$ cat src/rtl/tdccal_pkg.sv
package tdccal_pkg;

   // Centre of bin idx when all 2^nbins_log2 bins are equally wide.
   function automatic longint unsigned ideal_center(input int unsigned idx,
                                                    input int unsigned nbins_log2,
                                                    input int unsigned period);
      longint unsigned num;
      num = (2 * longint'(idx) + 1) * longint'(period);
      return num >> (nbins_log2 + 1);
   endfunction

endpackage

$ cat src/rtl/tdccal_hist.sv
module tdccal_hist #(
   parameter int CODE_W = 4,
   parameter int BIN_W  = 17
) (
   input  logic              clk,
   input  logic              rst_n,
   input  logic              clr,
   input  logic              inc,
   input  logic [CODE_W-1:0] inc_code,
   input  logic [CODE_W-1:0] rd_idx,
   output logic [BIN_W-1:0]  rd_cnt
);
   localparam int NBINS = 1 << CODE_W;
   localparam logic [BIN_W-1:0] CNT_MAX = '1;

   logic [BIN_W-1:0] cnt [NBINS];

   for (genvar i = 0; i < NBINS; i++) begin : g_bin
      logic [BIN_W-1:0] cnt_q;
      always_ff @(posedge clk or negedge rst_n) begin
         if (!rst_n)
            cnt_q <= '0;
         else if (clr)
            cnt_q <= '0;
         else if (inc && (inc_code == CODE_W'(i)) && (cnt_q != CNT_MAX))
            cnt_q <= cnt_q + 1'b1;
      end
      assign cnt[i] = cnt_q;
   end

   assign rd_cnt = cnt[rd_idx];
endmodule

$ cat src/rtl/tdccal_builder.sv
module tdccal_builder #(
   parameter int CODE_W    = 4,
   parameter int BIN_W     = 17,
   parameter int HITS_LOG2 = 16,
   parameter int PERIOD_PS = 8000,
   parameter int TIME_W    = 13
) (
   input  logic              clk,
   input  logic              rst_n,
   input  logic              go,
   input  logic              abort,
   output logic [CODE_W-1:0] rd_idx,
   input  logic [BIN_W-1:0]  rd_cnt,
   output logic              wr_en,
   output logic [CODE_W-1:0] wr_idx,
   output logic [TIME_W-1:0] wr_val,
   output logic              fin
);
   localparam int NBINS  = 1 << CODE_W;
   localparam int ACC_W  = BIN_W + CODE_W;
   localparam int NUM_W  = ACC_W + 1;
   localparam int PS_W   = $clog2(PERIOD_PS + 1);
   localparam int PROD_W = NUM_W + PS_W;
   localparam int SHIFT  = HITS_LOG2 + 1;

   logic              active_q;
   logic [CODE_W-1:0] idx_q;
   logic [ACC_W-1:0]  acc_q;
   logic [NUM_W-1:0]  num;
   logic [PROD_W-1:0] prod;

   // twice the earlier widths plus this bin's own, in hit units
   assign num  = {acc_q, 1'b0} + NUM_W'(rd_cnt);
   assign prod = PROD_W'(num) * PROD_W'(PERIOD_PS);

   assign rd_idx = idx_q;
   assign wr_en  = active_q;
   assign wr_idx = idx_q;
   assign wr_val = TIME_W'(prod >> SHIFT);

   always_ff @(posedge clk or negedge rst_n) begin
      if (!rst_n) begin
         active_q <= 1'b0;
         idx_q    <= '0;
         acc_q    <= '0;
         fin      <= 1'b0;
      end else begin
         fin <= 1'b0;
         if (abort) begin
            active_q <= 1'b0;
         end else if (go) begin
            active_q <= 1'b1;
            idx_q    <= '0;
            acc_q    <= '0;
         end else if (active_q) begin
            acc_q <= acc_q + ACC_W'(rd_cnt);
            idx_q <= idx_q + 1'b1;
            if (idx_q == CODE_W'(NBINS - 1)) begin
               active_q <= 1'b0;
               fin      <= 1'b1;
            end
         end
      end
   end
endmodule

$ cat src/rtl/tdccal_lut.sv
module tdccal_lut #(
   parameter int CODE_W    = 4,
   parameter int TIME_W    = 13,
   parameter int PERIOD_PS = 8000
) (
   input  logic              clk,
   input  logic              rst_n,
   input  logic              wr_en,
   input  logic [CODE_W-1:0] wr_idx,
   input  logic [TIME_W-1:0] wr_val,
   input  logic              rd_en,
   input  logic [CODE_W-1:0] rd_code,
   output logic [TIME_W-1:0] rd_time,
   output logic              rd_vld
);
   localparam int NBINS = 1 << CODE_W;

   logic [TIME_W-1:0] tab [NBINS];

   for (genvar i = 0; i < NBINS; i++) begin : g_entry
      localparam logic [TIME_W-1:0] INIT =
         TIME_W'(tdccal_pkg::ideal_center(i, CODE_W, PERIOD_PS));
      logic [TIME_W-1:0] ent_q;
      always_ff @(posedge clk or negedge rst_n) begin
         if (!rst_n)
            ent_q <= INIT;
         else if (wr_en && (wr_idx == CODE_W'(i)))
            ent_q <= wr_val;
      end
      assign tab[i] = ent_q;
   end

   always_ff @(posedge clk or negedge rst_n) begin
      if (!rst_n) begin
         rd_time <= '0;
         rd_vld  <= 1'b0;
      end else begin
         rd_vld <= rd_en;
         if (rd_en)
            rd_time <= tab[rd_code];
      end
   end
endmodule

$ cat src/rtl/fine_bin_calibrator.sv
module fine_bin_calibrator #(
   parameter int CODE_W    = 4,
   parameter int HITS_LOG2 = 16,
   parameter int BIN_W     = HITS_LOG2 + 1,
   parameter int PERIOD_PS = 8000,
   parameter int TIME_W    = $clog2(PERIOD_PS)
) (
   input  logic              clk,
   input  logic              rst_n,
   input  logic              cal_mode,
   input  logic              cal_start,
   input  logic [CODE_W-1:0] code_in,
   input  logic              code_vld,
   output logic              cal_done,
   output logic [TIME_W-1:0] time_out,
   output logic              time_vld
);
   localparam int TOT_W = HITS_LOG2 + 1;
   localparam logic [TOT_W-1:0] LAST_HIT = TOT_W'((1 << HITS_LOG2) - 1);

   if (CODE_W < 1) begin : g_bad_code
      $error("CODE_W must be at least 1");
   end
   if (HITS_LOG2 < 1) begin : g_bad_hits
      $error("HITS_LOG2 must be at least 1");
   end
   if (BIN_W < 1 || BIN_W > HITS_LOG2 + 1) begin : g_bad_bin
      $error("BIN_W must lie in 1..HITS_LOG2+1");
   end
   if (PERIOD_PS < 2 || (1 << TIME_W) < PERIOD_PS) begin : g_bad_time
      $error("TIME_W too narrow for PERIOD_PS");
   end

   logic              start_acc;
   logic              hit_acc;
   logic              last_hit;
   logic              collecting;
   logic [TOT_W-1:0]  total_q;
   logic [CODE_W-1:0] b_rd_idx;
   logic [BIN_W-1:0]  b_rd_cnt;
   logic              b_wr_en;
   logic [CODE_W-1:0] b_wr_idx;
   logic [TIME_W-1:0] b_wr_val;
   logic              b_fin;

   assign start_acc = cal_start & cal_mode;
   assign hit_acc   = collecting & cal_mode & code_vld;
   assign last_hit  = hit_acc & (total_q == LAST_HIT);

   always_ff @(posedge clk or negedge rst_n) begin
      if (!rst_n) begin
         collecting <= 1'b0;
         total_q    <= '0;
         cal_done   <= 1'b0;
      end else begin
         if (start_acc) begin
            collecting <= 1'b1;
            total_q    <= '0;
            cal_done   <= 1'b0;
         end else begin
            if (hit_acc)
               total_q <= total_q + 1'b1;
            if (last_hit)
               collecting <= 1'b0;
            if (b_fin)
               cal_done <= 1'b1;
         end
      end
   end

   tdccal_hist #(
      .CODE_W (CODE_W),
      .BIN_W  (BIN_W)
   ) i_hist (
      .clk      (clk),
      .rst_n    (rst_n),
      .clr      (start_acc),
      .inc      (hit_acc),
      .inc_code (code_in),
      .rd_idx   (b_rd_idx),
      .rd_cnt   (b_rd_cnt)
   );

   tdccal_builder #(
      .CODE_W    (CODE_W),
      .BIN_W     (BIN_W),
      .HITS_LOG2 (HITS_LOG2),
      .PERIOD_PS (PERIOD_PS),
      .TIME_W    (TIME_W)
   ) i_builder (
      .clk    (clk),
      .rst_n  (rst_n),
      .go     (last_hit),
      .abort  (start_acc),
      .rd_idx (b_rd_idx),
      .rd_cnt (b_rd_cnt),
      .wr_en  (b_wr_en),
      .wr_idx (b_wr_idx),
      .wr_val (b_wr_val),
      .fin    (b_fin)
   );

   tdccal_lut #(
      .CODE_W    (CODE_W),
      .TIME_W    (TIME_W),
      .PERIOD_PS (PERIOD_PS)
   ) i_lut (
      .clk     (clk),
      .rst_n   (rst_n),
      .wr_en   (b_wr_en),
      .wr_idx  (b_wr_idx),
      .wr_val  (b_wr_val),
      .rd_en   (code_vld & ~cal_mode),
      .rd_code (code_in),
      .rd_time (time_out),
      .rd_vld  (time_vld)
   );
endmodule

$ cat config.mk
export PLATFORM = sky130hd
export DESIGN_NAME = fine_bin_calibrator
export DESIGN_NICKNAME = d
export VERILOG_FILES = /design/src/rtl/tdccal_pkg.sv /design/src/rtl/tdccal_hist.sv /design/src/rtl/tdccal_builder.sv /design/src/rtl/tdccal_lut.sv /design/src/rtl/fine_bin_calibrator.sv
export SDC_FILE = /design/constraint.sdc
export NUM_CORES = 1
export LEC_CHECK = 0
export ABC_CLOCK_PERIOD_IN_PS = 8800
export BUFFER_PORTS_ARGS = -buffer_cell sky130_fd_sc_hd__buf_2
export CELL_PAD_IN_SITES_DETAIL_PLACEMENT = 0
export CELL_PAD_IN_SITES_GLOBAL_PLACEMENT = 2
export CORE_MARGIN = 1.5
export CORE_UTILIZATION = 39
export CTS_CLUSTER_SIZE = 20
export DETAILED_ROUTE_END_ITERATION = 10
export GPL_ROUTABILITY_DRIVEN = 0
export PLACE_DENSITY_LB_ADDON = 0.2
export SLEW_MARGIN = 20
export SYNTH_ARGS = -nofsm -noshare
export SYNTH_HDL_FRONTEND = slang
export SYNTH_SLANG_ARGS = --single-unit
$ cat constraint.sdc
create_clock -name clk -period 8.8 [get_ports clk]
set_input_delay 0.44 -clock clk [delete_from_list [all_inputs] [get_ports clk]]
set_output_delay 0.44 -clock clk [all_outputs]
set_load 0.01 [all_outputs]
======== Word-level counts from Yosys, hierarchy flattened ========
Cells that the tools add are included.
word-level totals
  flip-flop bits (word level) ............. 540
  output and inout port bits .............. 15
operators by class
  $add $sub $neg .......................... 20
  $mul .................................... 1
  $lt $le $gt $ge ......................... 2
  equality and inequality tests ........... 47
  muxes and demuxes ....................... 56
  bitwise gates (word level) .............. 9
  reduce and logical (&&, ||, !) cells .... 71
operators by type and width
  operator                 number
  $mux W17                 36
  $add A17 B1 Y17 const B  17
  $ne A17 B17 Y1 const B   16
  $bmux W17 S4             1
  $eq A4 B4 Y1 const B     16
  $bmux W13 S4             1
  $logic_and A1 B1 Y1      48
  $mux W21                 2
  $reduce_bool A2 Y1       20
  $eq A4 B3 Y1 const B     8
  $mux W13                 2
  $mul A22 B7 Y24 const B  1
  $add A22 B17 Y22         1
  $add A21 B17 Y21         1
  $eq A17 B16 Y1 const B   1
  $eq A4 B2 Y1 const B     4
  $mux W1                  12
  $ge A5 B5 Y1 const B     2
  $not A4 Y5               2
  $eq A4 B1 Y1 const B     2
  $logic_not A4 Y1         2
  $mux W4                  2
  $and A1 B1 Y1            5
  $add A4 B1 Y4 const B    1
  other kinds (2)          3

======== Depth between registers and ports, before layout ========
  word-level depth ........................ 7
  depth in mapped cells ................... 34
  gate-level depth less buffers ........... 30

======== Modules after synthesis ========
A second synthesis with hierarchy kept.
second synthesis, totals
  cells, all modules ...................... 2971
  area, all modules ....................... 32712.6 µm²
by module, submodules not included
  module               instances  cells each  area each (µm²)
  tdccal_hist          1          1657        16316.9
  tdccal_lut           1          612         9980.8
  tdccal_builder       1          600         5427.7
  fine_bin_calibrator  1          102         987.2

======== Worst setup path after synthesis ========
No wires, ideal clock.
  path type ............................... register -> register
  start point ............................. reg i_builder.idx_q[0], in the netlist i_builder.rd_idx[0]
  end point ............................... reg i_lut.g_entry[0].ent_q[12]
  setup time .............................. 126 ps
  arrival time ............................ 8442 ps
  data required time ...................... 8674 ps
  path slack .............................. 232 ps
  cell stages (with the launch flop) ...... 34
  path buffers ............................ 4
  clock period less this slack ............ 8568 ps
  cell sequence ........................... dfrtp_1 buf_2 buf_1 buf_1 mux4_2 mux4_2 ha_1 inv_1 fa_1 nor2b_1 o21ai_0 a211o_1 nand4_1 nand2_1 nand2b_1 a21o_1 xor2_1 inv_1 fa_1 fa_1 inv_1 fa_1 inv_1 fa_1 inv_1 ha_1 nor4_1 nand2b_1 a31o_1 a21oi_2 xnor3_2 xnor2_4 buf_6 o21ai_2
on the way
  longest elaborated chain between the ends .. 6
  elaborated cells between the ends (all ways) .. 8
RTL lines
  what                                          line                  RTL
  start, declared                               tdccal_builder.sv:27  logic [CODE_W-1:0] idx_q;
  start signal, assigned                        tdccal_builder.sv:57  idx_q <= idx_q + 1'b1;
  $not A4 Y5 (not written as such)              tdccal_hist.sv:31     assign rd_cnt = cnt[rd_idx];
  $bmux W17 S4                                  tdccal_hist.sv:31
  $mux W17 (not written as such) (2 in series)  tdccal_hist.sv:31
  $add A22 B17 Y22                              tdccal_builder.sv:33  assign num = {acc_q, 1'b0} + NUM_W'(rd_cnt);
  $mul A22 B7 Y24                               tdccal_builder.sv:34  assign prod = PROD_W'(num) * PROD_W'(PERIOD_PS);
  end signal, assigned                          tdccal_lut.sv:28      ent_q <= wr_val;
  end, declared                                 tdccal_lut.sv:23      logic [TIME_W-1:0] ent_q;
Several ways; a longest one is shown, not always the timed one. The select of a mux whose other input is x is not followed.
A chain may end at the register's enable or synchronous reset.

======== Final worst setup path ========
  start point ............................. reg i_builder.idx_q[0], in the netlist i_builder.rd_idx[0]
  end point ............................... reg i_lut.g_entry[8].ent_q[12]
on the way
  longest elaborated chain between the ends .. 6
  elaborated cells between the ends (all ways) .. 8
RTL lines
  what                                          line
  $not A4 Y5 (not written as such)              tdccal_hist.sv:31
  $bmux W17 S4                                  tdccal_hist.sv:31
  $mux W17 (not written as such) (2 in series)  tdccal_hist.sv:31
  $add A22 B17 Y22                              tdccal_builder.sv:33
  $mul A22 B7 Y24                               tdccal_builder.sv:34
  end signal, assigned                          tdccal_lut.sv:28
  end, declared                                 tdccal_lut.sv:23
Several ways; a longest one is shown, not always the timed one. The select of a mux whose other input is x is not followed.

==> flow_results.org <==
** CTS
- The longest clock path from root to sink contains 3 buffers.
- Root buffer cell :: clkbuf_16
- TritonCTS built the clock tree.
- Clock-pin slew reported for the worst setup and hold paths after clock tree synthesis :: 0.06 ns
- Clock latency on the worst-skew pair, taken at its later pin, is 0.67 ns.
- The H-tree was split into 2 levels.
- Clock net sink count :: 540
- Inserted Clock Buffers :: 61

** STA
- On the final layout, the worst hold slack is 0.1056 ns.
- Final Hold Viols :: 0
- For the final database, setup skew stands at 0.06460 ns.
- Total Negative Setup Slacks :: 0 ns
- Unrepaired setup endpoints after global routing :: no
- For the finished layout, the period the worst path requires is 8.215 ns.
- Worst slew slack as a fraction of its limit :: 26.39%
- Final worst path period share :: 93.35%
- Setup violations remaining at the end of the flow were counted as 0.
- Setup slack of the critical path after layout :: 0.5854 ns
- Upper clock frequency limit :: 121.7 MHz
- Slew at the pin with the worst max-slew slack :: 1.104 ns
- Final-report max-slew violation count :: 0

** Logic synthesis
- Yosys mapped a number of flops with a built-in enable equal to 0.
- Post-synthesis register bit count :: 540
- Yosys attributes the largest share of cell area to dfrtp_1, mux4_2, dfstp_2, xor2_1, nand2_1.
- After synthesis, the most frequently instantiated cells are dfrtp_1, nand2_1, nor2_1.
- For this run, the register share of the synthesized area comes to 44.42%.
- Summed over its instances, the top area cell type makes up 35.77% of the synthesized netlist area.
- Counting every instance in the synthesized netlist gives 2934.
- Among all flip-flop cells after synthesis, the most frequent one is dfrtp_1.
- The most common cell in the synthesized netlist is dfrtp_1.
- The biggest area contributor in the post-synthesis netlist is dfrtp_1.
- After synthesis, the mean cell area works out to 10.47 um2.
- In the synthesized netlist the async set-or-reset flop fraction comes to 100.0%.
- Number of library cell types mapped by synthesis :: 63
- The cell area that synthesis handed to floorplanning was 0.03071 mm2.
- Warnings, synthesis :: 0
- Net Count, Synth :: 3118

** GRT
- Pin count of the biggest net entering global routing :: 100
- Global-route wire length before repair :: 131700 um
- In the global route stage, met1 resource usage came out at 27.66%.
- Global routing consumed, on the met2 layer, 36.37% of the routing resources.
- The global routing stage identified its most utilized layer as met2.
- Vias in the first global route :: 21925
- GRT overflow :: 0
- In the global route stage, overall resource usage came out at 21.20%.
- Met3 track demand over resource in global routing :: 2.613%
- Antenna violations before repair :: 0

** Floorplanning
- Total I/O pin count :: 24
- The floorplan step set the die width to 283.6 um.
- Core outline area :: 0.07772 mm2
- The initial utilization of the core area, before any placement, comes to 39.51%.
- Number of placement rows :: 102
- Die outline area :: 0.08043 mm2
- Die Span Y :: 283.6 um

** Routing
- After detailed routing, the total wire length is 84740 um.
- The first detailed-routing pass took 7 iterations.
- In the final routed layout, each cell accounts on average for 20.94 um.
- Iteration-0 DRC Markers :: 1259
- For this run, design rule violations remaining after detail routing come to 0.
- Vias after detailed routing :: 21665
- After detailed routing, the number of vias per cell comes to 5.353.
- The count of nets left with antenna violations once routing finished came out at 0.

** Setup path
- Launch point of the critical path :: i_builder.rd_idx[0]$_DFFE_PN0P_
- In this run the worst path has a maximum fanout of 16.
- The worst register-to-register path ends at i_lut.g_entry[8].ent_q[12]$_DFFE_PN1P_.
- Crit end category :: register
- The startpoint identified for the worst register-to-register timing path is i_builder.rd_idx[0]$_DFFE_PN0P_.
- Category of the most critical setup path :: reg2reg
- For the worst flop-to-flop path, the logic depth is 28.
- Crit-path slowest cell :: mux4_2
- R2r setup slk :: 0.59 ns
- Required time at the endpoint of the critical path :: 9.33 ns
- In this design, the stage delay of the slowest critical-path cell is 0.56 ns.
- Type of origin of the critical path :: register
- Data arrival time of the worst path :: 8.75 ns

** Final layout
- Layout fillers :: 7326
- The multi-input combinational cells in the finished layout cover a total of 0.01612 mm2.
- Final nets :: 3144
- Sequential cell area in the final layout :: 0.01365 mm2
- At the end of the flow the core is filled with cells to 44.23%.
- Design Area, Final :: 0.03438 mm2
- Growth of design area from synthesis to finish :: 11.95%
- In the final layout, the share of cells above drive strength 1 is 16.10%.
- Diodes inserted :: 0

** Hold path
- Number of cells traversed by the worst hold path :: 2
- The path class of the tightest hold or removal check is in2reg.
- For hold timing, the worst endpoint is total_q[16]$_DFFE_PN0P_.
- Worst min-delay path startpoint :: cal_start

** Power and ir drop
- Reported leakage power :: 14.96 nW
- Across the VDD grid, the largest voltage drop is 147.2 uV.
- For this design the ratio of total power to cell area is 154.2 mW/mm2.

** Placement
- Placed wire-length estimate after detailed placement :: 60060 um
- In this run the cell area measured after placement is 0.03218 mm2.
- Port buffer count :: 23
- Timing analysis after detailed placement gives a worst setup slack of 0.2611 ns.

** Status
- The flow ran to the end, and the final reports show no timing, DRC or antenna violations.

** Flow run
- Max capacitance violation total :: 0
==> worst max-delay path by stage <==
stage,to,depth (start not counted)
after detailed placement,i_lut.g_entry[7].ent_q[12]$_DFFE_PN0P_,23
after global routing,i_lut.g_entry[8].ent_q[12]$_DFFE_PN1P_,30
final,i_lut.g_entry[8].ent_q[12]$_DFFE_PN1P_,28
after floorplan,i_lut.g_entry[0].ent_q[12]$_DFFE_PN0P_,33
after CTS,i_lut.g_entry[8].ent_q[12]$_DFFE_PN1P_,23
after global placement,i_lut.g_entry[7].ent_q[12]$_DFFE_PN0P_,25
==> placed cells by master (no fill, tap or decap), types with 65 or more instances in the layout <==
cell	instances
a21oi_1	81
and3_1	65
buf_4	71
dfrtp_1	437
dfstp_2	101
ha_1	113
inv_1	117
mux4_2	149
nand2_1	405
nand3_1	70
nand4_1	88
nor2_1	292
o21ai_0	280
xnor2_1	71
xor2_1	193
==> kinds of logic after synthesis <==
family | synth area share (%)
AO/OA/AOI/OAI | 7.652
XOR/XNOR | 7.697
adder cells (fa/ha/maj) | 8.646
buffers and inverters | 3.162
flip-flops | 44.42
multiplexers | 12.61
AND/OR/NAND/NOR | 15.82
==> per-layer routing <==
layer / share of wire (%) / up-vias
met4: 3.4 / 0
met5: 0 / -
met2: 50 / 313
met1: 44 / 10947
met3: 3.2 / 142
li1: - / 10263
==> where the power goes <==
part / switching (mW) / internal [mW]
Clock: 1.09 / 1.56
Combinational: 0.119 / 0.0330
Sequential: 0.00833 / 2.49
Total: 1.21 / 4.08
==> registers in the layout, indices dropped and copies added, names as in the netlist <==
register             count
cal_done                 1
collecting               1
i_builder.acc_q         21
i_builder.fin            1
i_builder.rd_idx         4
i_builder.wr_en          1
i_hist.g_bin.cnt_q     272
i_lut.g_entry.ent_q    208
i_lut.rd_time           13
i_lut.rd_vld             1
total_q                 17
==> worst max-delay path, delay by kind of cell, from the launching register on <==
kind	cells	cell delay, ns
adder cells (fa/ha/maj)	6	2.37
AO/OA/AOI/OAI	9	1.80
multiplexers	2	1.09
XOR/XNOR	4	1.02
AND/OR/NAND/NOR	4	0.88
flip-flops	1	0.48
buffers and inverters	3	0.43
==> cell type report <==
type                    count  share of cell area, %
clock buffers              92                  5.128
well taps                1040                  3.785
inverters                 117                  1.277
clock inverters            18                 0.9572
flip-flops and latches    540                  39.69
multi-input cells        2140                  46.88
repair buffers            100                  2.278
==> stage by stage <==
step           cells  total power [mW]
2_1_floorplan   2934             2.609
3_3_place_gp    3931             2.700
3_5_place_dp    3931             2.701
4_1_cts         4042             5.383
5_1_grt         4047             5.487
6_report        4047             5.300
==> repair_timing <==
action / 4_1_cts / 5_1_grt
setup endpoints to repair: 0 / 37
endpoints found under the hold margin: 96 / 0
gates resized for setup: 0 / 1
hold buffers: 1 / 0
buffers inserted: 0 / 5
(Power assumes the default switching activity.)
